$ cat src/rtl/cs_pkg.sv
package cs_pkg;
  localparam int SEL_W = 3;
  localparam int NOUT  = 5;
  localparam int NFLT  = 3;

  localparam logic [SEL_W-1:0] S_LFXT = 3'd0;
  localparam logic [SEL_W-1:0] S_VLO  = 3'd1;
  localparam logic [SEL_W-1:0] S_REFO = 3'd2;
  localparam logic [SEL_W-1:0] S_DCO  = 3'd3;
  localparam logic [SEL_W-1:0] S_MOD  = 3'd4;
  localparam logic [SEL_W-1:0] S_HFXT = 3'd5;
  localparam logic [SEL_W-1:0] S_SYS  = 3'd6;

  localparam int O_AUX = 0;
  localparam int O_BK  = 4;

  // Which source codes a given output may be steered to.
  function automatic logic sel_legal(int unsigned o, logic [SEL_W-1:0] s);
    if (o == O_AUX) return s <= S_REFO;
    if (o == O_BK)  return (s == S_LFXT) || (s == S_REFO);
    return s <= S_HFXT;
  endfunction

  function automatic logic [SEL_W-1:0] sel_default(int unsigned o);
    return ((o == O_AUX) || (o == O_BK)) ? S_LFXT : S_DCO;
  endfunction

  // Fail-safe steering of a software selection.
  function automatic logic [SEL_W-1:0] sel_fallback(logic [SEL_W-1:0] s,
                                                    logic lf_bad, logic hf_bad);
    if (s == S_LFXT && lf_bad) return S_REFO;
    if (s == S_HFXT && hf_bad) return S_SYS;
    return s;
  endfunction
endpackage

$ cat src/rtl/cs_xtal_mon.sv
module cs_xtal_mon #(
  parameter int WIN_W = 8
) (
  input  logic             clk,
  input  logic             rst_n,
  input  logic             en,
  input  logic             xt_tick,
  input  logic             ref_tick,
  input  logic [WIN_W-1:0] win,
  output logic             fault
);
  localparam logic [WIN_W-1:0] CNT_MAX = '1;

  logic [WIN_W-1:0] gap_q;

  always_ff @(posedge clk) begin
    if (!rst_n)                           gap_q <= '0;
    else if (xt_tick)                     gap_q <= '0;
    else if (ref_tick && gap_q != CNT_MAX) gap_q <= gap_q + 1'b1;
  end

  assign fault = !en || (gap_q >= win);
endmodule

$ cat src/rtl/cs_src_switch.sv
module cs_src_switch #(
  parameter int               SEL_W   = 3,
  parameter logic [SEL_W-1:0] RST_SEL = '0
) (
  input  logic                  clk,
  input  logic                  rst_n,
  input  logic [2**SEL_W-1:0]   src,
  input  logic [SEL_W-1:0]      want,
  output logic                  tick,
  output logic [SEL_W-1:0]      cur,
  output logic                  parked
);
  logic release_ok;
  assign release_ok = (want != cur) && !src[cur];

  always_ff @(posedge clk) begin
    if (!rst_n) begin
      cur    <= RST_SEL;
      parked <= 1'b0;
    end else if (parked) begin
      cur    <= want;
      parked <= 1'b0;
    end else if (release_ok) begin
      parked <= 1'b1;
    end
  end

  assign tick = !parked && src[cur];
endmodule

$ cat src/rtl/cs_pow2_div.sv
module cs_pow2_div #(
  parameter int DIV_W = 3
) (
  input  logic             clk,
  input  logic             rst_n,
  input  logic             clr,
  input  logic             tick_in,
  input  logic [DIV_W-1:0] dexp,
  output logic             tick_out
);
  localparam int CW = (1 << DIV_W) - 1;

  // Terminal count 2^d - 1 built as a thermometer code.
  function automatic logic [CW-1:0] last_count(logic [DIV_W-1:0] d);
    logic [CW-1:0] r;
    for (int i = 0; i < CW; i++) r[i] = (i < int'(d));
    return r;
  endfunction

  logic [CW-1:0] cnt_q;
  logic          at_end;

  assign at_end   = cnt_q >= last_count(dexp);
  assign tick_out = tick_in && at_end;

  always_ff @(posedge clk) begin
    if (!rst_n || clr) cnt_q <= '0;
    else if (tick_in)  cnt_q <= at_end ? '0 : cnt_q + 1'b1;
  end
endmodule

$ cat src/rtl/cs_clock_sys.sv
module cs_clock_sys
  import cs_pkg::*;
#(
  parameter int DIV_W   = 3,
  parameter int WIN_W   = 8,
  parameter int WIN_DEF = 8
) (
  input  logic       clk,
  input  logic       rst_n,
  input  logic       wr_en,
  input  logic [2:0] wr_addr,
  input  logic [7:0] wr_data,
  input  logic       lfxt_tick,
  input  logic       vlo_tick,
  input  logic       refo_tick,
  input  logic       dco_tick,
  input  logic       mod_tick,
  input  logic       hfxt_tick,
  input  logic       sys_tick,
  input  logic       rext_ok,
  output logic       aux_tick,
  output logic       main_tick,
  output logic       hsub_tick,
  output logic       lsub_tick,
  output logic       bk_tick,
  output logic [2:0] fault_flags,
  output logic       dco_int_res
);
  localparam logic [2:0] A_CTL = 3'd5;
  localparam logic [2:0] A_CLR = 3'd6;
  localparam logic [2:0] A_WIN = 3'd7;
  localparam int         NSRC  = 2 ** SEL_W;

  logic [SEL_W-1:0] sel_q  [NOUT];
  logic [DIV_W-1:0] dexp_q [NOUT];
  logic [SEL_W-1:0] want_a [NOUT];
  logic [2:0]       ctl_q;
  logic [WIN_W-1:0] win_q;
  logic [NFLT-1:0]  flags_q;

  // Named internal events, observed by the bound checker.
  logic [NSRC-1:0]       src_v;
  logic [NOUT*SEL_W-1:0] cur_v;
  logic [NOUT-1:0]       park_v;
  logic [NOUT-1:0]       tick_v;
  logic [NFLT-1:0]       fault_now;
  logic [NFLT-1:0]       clr_v;

  assign src_v = {1'b0, sys_tick, hfxt_tick, mod_tick, dco_tick,
                  refo_tick, vlo_tick, lfxt_tick};

  // Register writes
  always_ff @(posedge clk) begin
    if (!rst_n) begin
      for (int o = 0; o < NOUT; o++) begin
        sel_q[o]  <= sel_default(o);
        dexp_q[o] <= '0;
      end
      ctl_q <= '0;
      win_q <= WIN_W'(WIN_DEF);
    end else if (wr_en) begin
      for (int o = 0; o < NOUT; o++) begin
        if (int'(wr_addr) == o && sel_legal(o, wr_data[SEL_W-1:0])) begin
          sel_q[o]  <= wr_data[SEL_W-1:0];
          dexp_q[o] <= wr_data[4 +: DIV_W];
        end
      end
      if (wr_addr == A_CTL) ctl_q <= wr_data[2:0];
      if (wr_addr == A_WIN) win_q <= wr_data[WIN_W-1:0];
    end
  end

  // Fault detection
  cs_xtal_mon #(.WIN_W(WIN_W)) u_lf_mon (
    .clk(clk), .rst_n(rst_n), .en(ctl_q[0]), .xt_tick(lfxt_tick),
    .ref_tick(vlo_tick), .win(win_q), .fault(fault_now[0])
  );
  cs_xtal_mon #(.WIN_W(WIN_W)) u_hf_mon (
    .clk(clk), .rst_n(rst_n), .en(ctl_q[1]), .xt_tick(hfxt_tick),
    .ref_tick(vlo_tick), .win(win_q), .fault(fault_now[1])
  );
  assign fault_now[2] = ctl_q[2] && !rext_ok;
  assign dco_int_res  = !ctl_q[2] || !rext_ok;

  assign clr_v = (wr_en && wr_addr == A_CLR) ? wr_data[NFLT-1:0] : '0;

  always_ff @(posedge clk) begin
    if (!rst_n) flags_q <= '0;
    else        flags_q <= fault_now | (flags_q & ~clr_v);
  end
  assign fault_flags = flags_q;

  // Source steering
  always_comb begin
    for (int o = 0; o < NOUT; o++)
      want_a[o] = sel_fallback(sel_q[o], fault_now[0], fault_now[1]);
  end

  for (genvar o = 0; o < NOUT; o++) begin : g_out
    logic             sw_tick;
    logic [SEL_W-1:0] sw_cur;
    logic             sw_park;

    cs_src_switch #(.SEL_W(SEL_W), .RST_SEL(sel_default(o))) u_sw (
      .clk(clk), .rst_n(rst_n), .src(src_v), .want(want_a[o]),
      .tick(sw_tick), .cur(sw_cur), .parked(sw_park)
    );
    cs_pow2_div #(.DIV_W(DIV_W)) u_div (
      .clk(clk), .rst_n(rst_n), .clr(sw_park), .tick_in(sw_tick),
      .dexp(dexp_q[o]), .tick_out(tick_v[o])
    );
    assign cur_v[o*SEL_W +: SEL_W] = sw_cur;
    assign park_v[o]               = sw_park;
  end

  assign aux_tick  = tick_v[0];
  assign main_tick = tick_v[1];
  assign hsub_tick = tick_v[2];
  assign lsub_tick = tick_v[3];
  assign bk_tick   = tick_v[4];
endmodule

$ cat config.mk
export PLATFORM = sky130hd
export DESIGN_NAME = cs_clock_sys
export DESIGN_NICKNAME = d
export VERILOG_FILES = /design/src/rtl/cs_pkg.sv /design/src/rtl/cs_xtal_mon.sv /design/src/rtl/cs_src_switch.sv /design/src/rtl/cs_pow2_div.sv /design/src/rtl/cs_clock_sys.sv
export SDC_FILE = /design/constraint.sdc
export NUM_CORES = 1
export LEC_CHECK = 0
export BUFFER_PORTS_ARGS = -buffer_cell sky130_fd_sc_hd__clkbuf_2
export CORE_MARGIN = 3
export CORE_UTILIZATION = 50
export CTS_CLUSTER_DIAMETER = 40
export DETAILED_ROUTE_END_ITERATION = 8
export GPL_ROUTABILITY_DRIVEN = 0
export PLACE_DENSITY = 0.67
export SYNTH_ARGS = -nofsm -noshare
export SYNTH_HDL_FRONTEND = slang
export SYNTH_HIERARCHICAL = 1
export SYNTH_SLANG_ARGS = --single-unit
$ cat constraint.sdc
create_clock -name clk -period 5.9 [get_ports clk]
set_input_delay 0.885 -clock clk [delete_from_list [all_inputs] [get_ports clk]]
set_output_delay 0.885 -clock clk [all_outputs]
set_load 0.005 [all_outputs]
==> summary.md <==
| Metric | Value |
|---|---|
| Run status | finished, final reports clean |
| Top-area cell type share of the netlist area | 24.1% |
| Worst-Margin Slew | about 0.98 ns |
| Reg clk slew, reported paths | 0.06 ns |
| Tcrit/Tclk final | around 64% |
| Residual DRC | 0 |
| Most common cell in the netlist | dfxtp_1 |
| Vias in the first global route | 5075 |
| GR Util met3 | under 10% |
| Number of flops mapped to enable cells by yosys | 30 |
| Via Count | between 5000 and 6000 |
| Min cycle time layout | approximately 3.8 ns |
| Max Cap Violations | 0 |
| Syn-to-layout area delta | 10.3% |
| P_int | 0.00158 W |
| Comb pwr share | 14.5% |
| Die X | between 100 and 150 µm |
| Crit path largest cell delay | roughly 0.65 ns |
| Yosys cell types | 63 |
| First-pass GRT wire length | about 24000 µm |
| Final WS setup | 2.13 ns |
| Filler cells | about 1200 |
| Clock latency at the later pin of the worst-skew pair | slightly above 0.4 ns |
| Sw Share | 28.0% |
| Slew Limit Fails | 0 |
| Skew final | between 0.005 and 0.006 ns |
| Gr usage total | 18.9% |
| Setup TNS | 0 ns |
| RSZ-0062 raised after global routing | false |
| Seq pwr share | 41.6% |
| Core Region | 13500 µm² |
| Slowest cell on the critical path | nor2_1 |
| H-tree level count | 4 |
| Area leader, netlist | dfxtp_1 |
| Share of cells above drive strength 1 | 14.3% |
| M2 GR Usage | between 30% and 40% |
| Synth warnings | 6 |
| Setup WS pre-CTS | roughly 2.2 ns |
| Std cell rows | 42 |
| Clock buffer depth | 2 |
| HP Class | reg -> reg |
| Pwr/cell area | 282 nW/µm² |
| Post-synthesis sequential area ratio | a little under two fifths |
| Placed inst area | about 7200 µm² |
| 1st-pass router iterations | 5 |
| Post-Syn Area | just over 7000 µm² |
| CP dominant cell by count | clkbuf_2 |
| Routed len/inst | 15.7 µm |
| Final Hold Fails | 0 |
| Initial antenna violation count | 0 |
| Met1 usage | between 20% and 30% |
| Max FO, Critical Path | 17 |
| Die ar. | about 16000 µm² |
| Total gr overflow | 0 |
| CTS resizes | 0 |
| Ports | 31 |
| Post-route cell area | around 7800 µm² |
| Clock sink count | 115 |
| Hold_buf cts | 0 |
| Initial core utilization | roughly 52% |
| Synth top cells by count | 85 x dfxtp_1, 75 x nand2_1, 58 x ha_1, 53 x nor2_1, 49 x mux2i_1 |
| Top Usage Layer GRT | met2 |
| Peak supply drop | 0.235 mV |
| Routed wire length | between 10000 and 15000 µm |
| CTS tree | yes |
| TritonCTS Buffers | 17 |
| P_sw | ~0.0006 W |
| CP Cell Sequence | clkbuf_2 -> mux2i_1 -> mux4_2 -> nor2_1 -> and2_2 -> clkbuf_2 |
| DR vias/cell | about 5.6 |
| FF+latch count, synth | roughly 120 |
| Worst Setup Path Type | in -> out |
| CTS root buffer | clkbuf_16 |
| Final Setup Violations | 0 |
| Share of flip-flops with an asynchronous set or reset | 0% |
| Post-CTS setup buffer count | 0 |
| Drt initial violations | ~420 |
| Critical path launch point type | input port |
| Die height | ~120 µm |
| Slew HR | 33.8% |
| Largest net degree at the start of global routing | approximately 50 |
| Synth Flop Type | dfxtp_1 |
| Max Fclk | between 0.2 and 0.3 GHz |
| Data arrival, critical path | approximately 2.9 ns |
| Mapped Cells | 710 |
| Required @ worst endpoint | 5.02 ns |
| Clock power frac | between 40 and 50% |
| ANT cells | 0 |
| Final ANT Viol Nets | 0 |
| Leakage | approximately 3.1 nW |
| Critical path capture point type | primary output |
| Nets | about 800 |
| Synthesized area per cell | 9.94 µm² |
| I/O Buffers | 30 |
| Synth area leaders | dfxtp_1 24%, edfxtp_1 13%, ha_1 10% |
| Hpwl dp | ~11000 µm |
[routing by layer]
| metal | vias up | part of all wire [%] |
|---|---|---|
| met4 | 0 | 1.3 |
| met1 | 2473 | 47 |
| met2 | 85 | 48 |
| met3 | 13 | 3.8 |
| li1 | 2610 | - |
| met5 | - | 0 |
[cell type report]
class | count | area [µm²] | share of cell area (%)
inverters | 32 | 120 | 1.54
clock inverters | 14 | 115 | 1.48
clock buffers | 18 | 450 | 5.79
well taps | 176 | 220 | 2.83
repair buffers | 31 | 158 | 2.03
flip-flops and latches | 115 | 2600 | 33.4
multi-input cells | 532 | 4120 | 52.9
[per-stage QoR]
| stage | util (%) | hold WS (ns) | total power (W) | cells |
|---|---|---|---|---|
| 2_1_floorplan | - | 0.448 | 0.00119 | 714 |
| 3_5_place_dp | 53.5 | 0.471 | 0.00125 | 886 |
| 5_1_grt | 57.6 | 0.506 | 0.00230 | 918 |
| 6_report | 57.6 | 0.478 | 0.00220 | 918 |
| 4_1_cts | 57.6 | 0.480 | 0.00222 | 918 |
| 3_3_place_gp | 53.5 | 0.465 | 0.00123 | 886 |
[sequential cells by signal, summed over array words and instances (netlist names)]
| register | count |
|---|---|
| fault_flags | 3 |
| u_hf_mon/gap_q | 8 |
| g_out.u_sw/cur | 15 |
| sel_q | 15 |
| win_q | 8 |
| u_lf_mon/gap_q | 8 |
| g_out.u_sw/parked | 5 |
| g_out.u_div/cnt_q | 35 |
| dexp_q | 15 |
| ctl_q | 3 |
[path summary, 6_finish.rpt]
kind                                     start                                    to  slack, ns  cells after the start
max                                   vlo_tick                              aux_tick       2.13                      6
min                      win_q[6]$_SDFFE_PN0P_                 win_q[6]$_SDFFE_PN0P_       0.48                      2
max reg2reg  g_out[0].u_sw/cur[0]$_SDFFE_PN0P_  g_out[0].u_div/cnt_q[5]$_SDFFE_PP0P_       3.24                      7
min reg2reg              win_q[6]$_SDFFE_PN0P_                 win_q[6]$_SDFFE_PN0P_       0.48                      2
[cells in the final DEF, fill, tap and decap left out, types with 5 or more instances in the layout]
cell       count
dfxtp_1       85
nand2_1       75
ha_1          58
nor2_1        53
mux2i_1       49
edfxtp_1      30
xnor2_1       30
clkbuf_2      30
inv_1         28
a21oi_1       23
nand3_1       18
clkbuf_16     18
nand4_1       17
nor2b_1       15
xor2_1        15
o21ai_0       14
o21a_1        13
a31oi_1       12
nand2b_1      12
a211oi_1       9
a21boi_1       8
a21o_1         7
and4b_1        6
o31ai_1        5
nand4b_1       5
or3_1          5
conb_1         5
mux4_2         5
[critical path: cells and delay by family]
kind / cells / cell delay (ns)
buf+inv: 2 / 0.41
mux: 2 / 0.65
simple gates: 2 / 0.93
[power by group through the flow]
stage          Clock (W)  Sequential, W  Combinational (W)
6_report        0.000965       0.000914           0.000318
4_1_cts         0.000985       0.000914           0.000320
2_1_floorplan          0       0.000903           0.000290
3_3_place_gp           0       0.000926           0.000302
5_1_grt          0.00103       0.000922           0.000350
3_5_place_dp           0       0.000930           0.000318
[cells by family after synthesis]
group / count (synthesis) / synth area share, %
xor+xnor: 45 / 5.58
flops: 115 / 36.9
other cells: 1 / 0.0531
mux: 54 / 8.54
simple gates: 234 / 17.3
buf+inv: 67 / 5.02
fa+ha+maj: 58 / 10.3
compound gates: 136 / 16.4
Note: power is estimated with default switching activity, not from simulation.
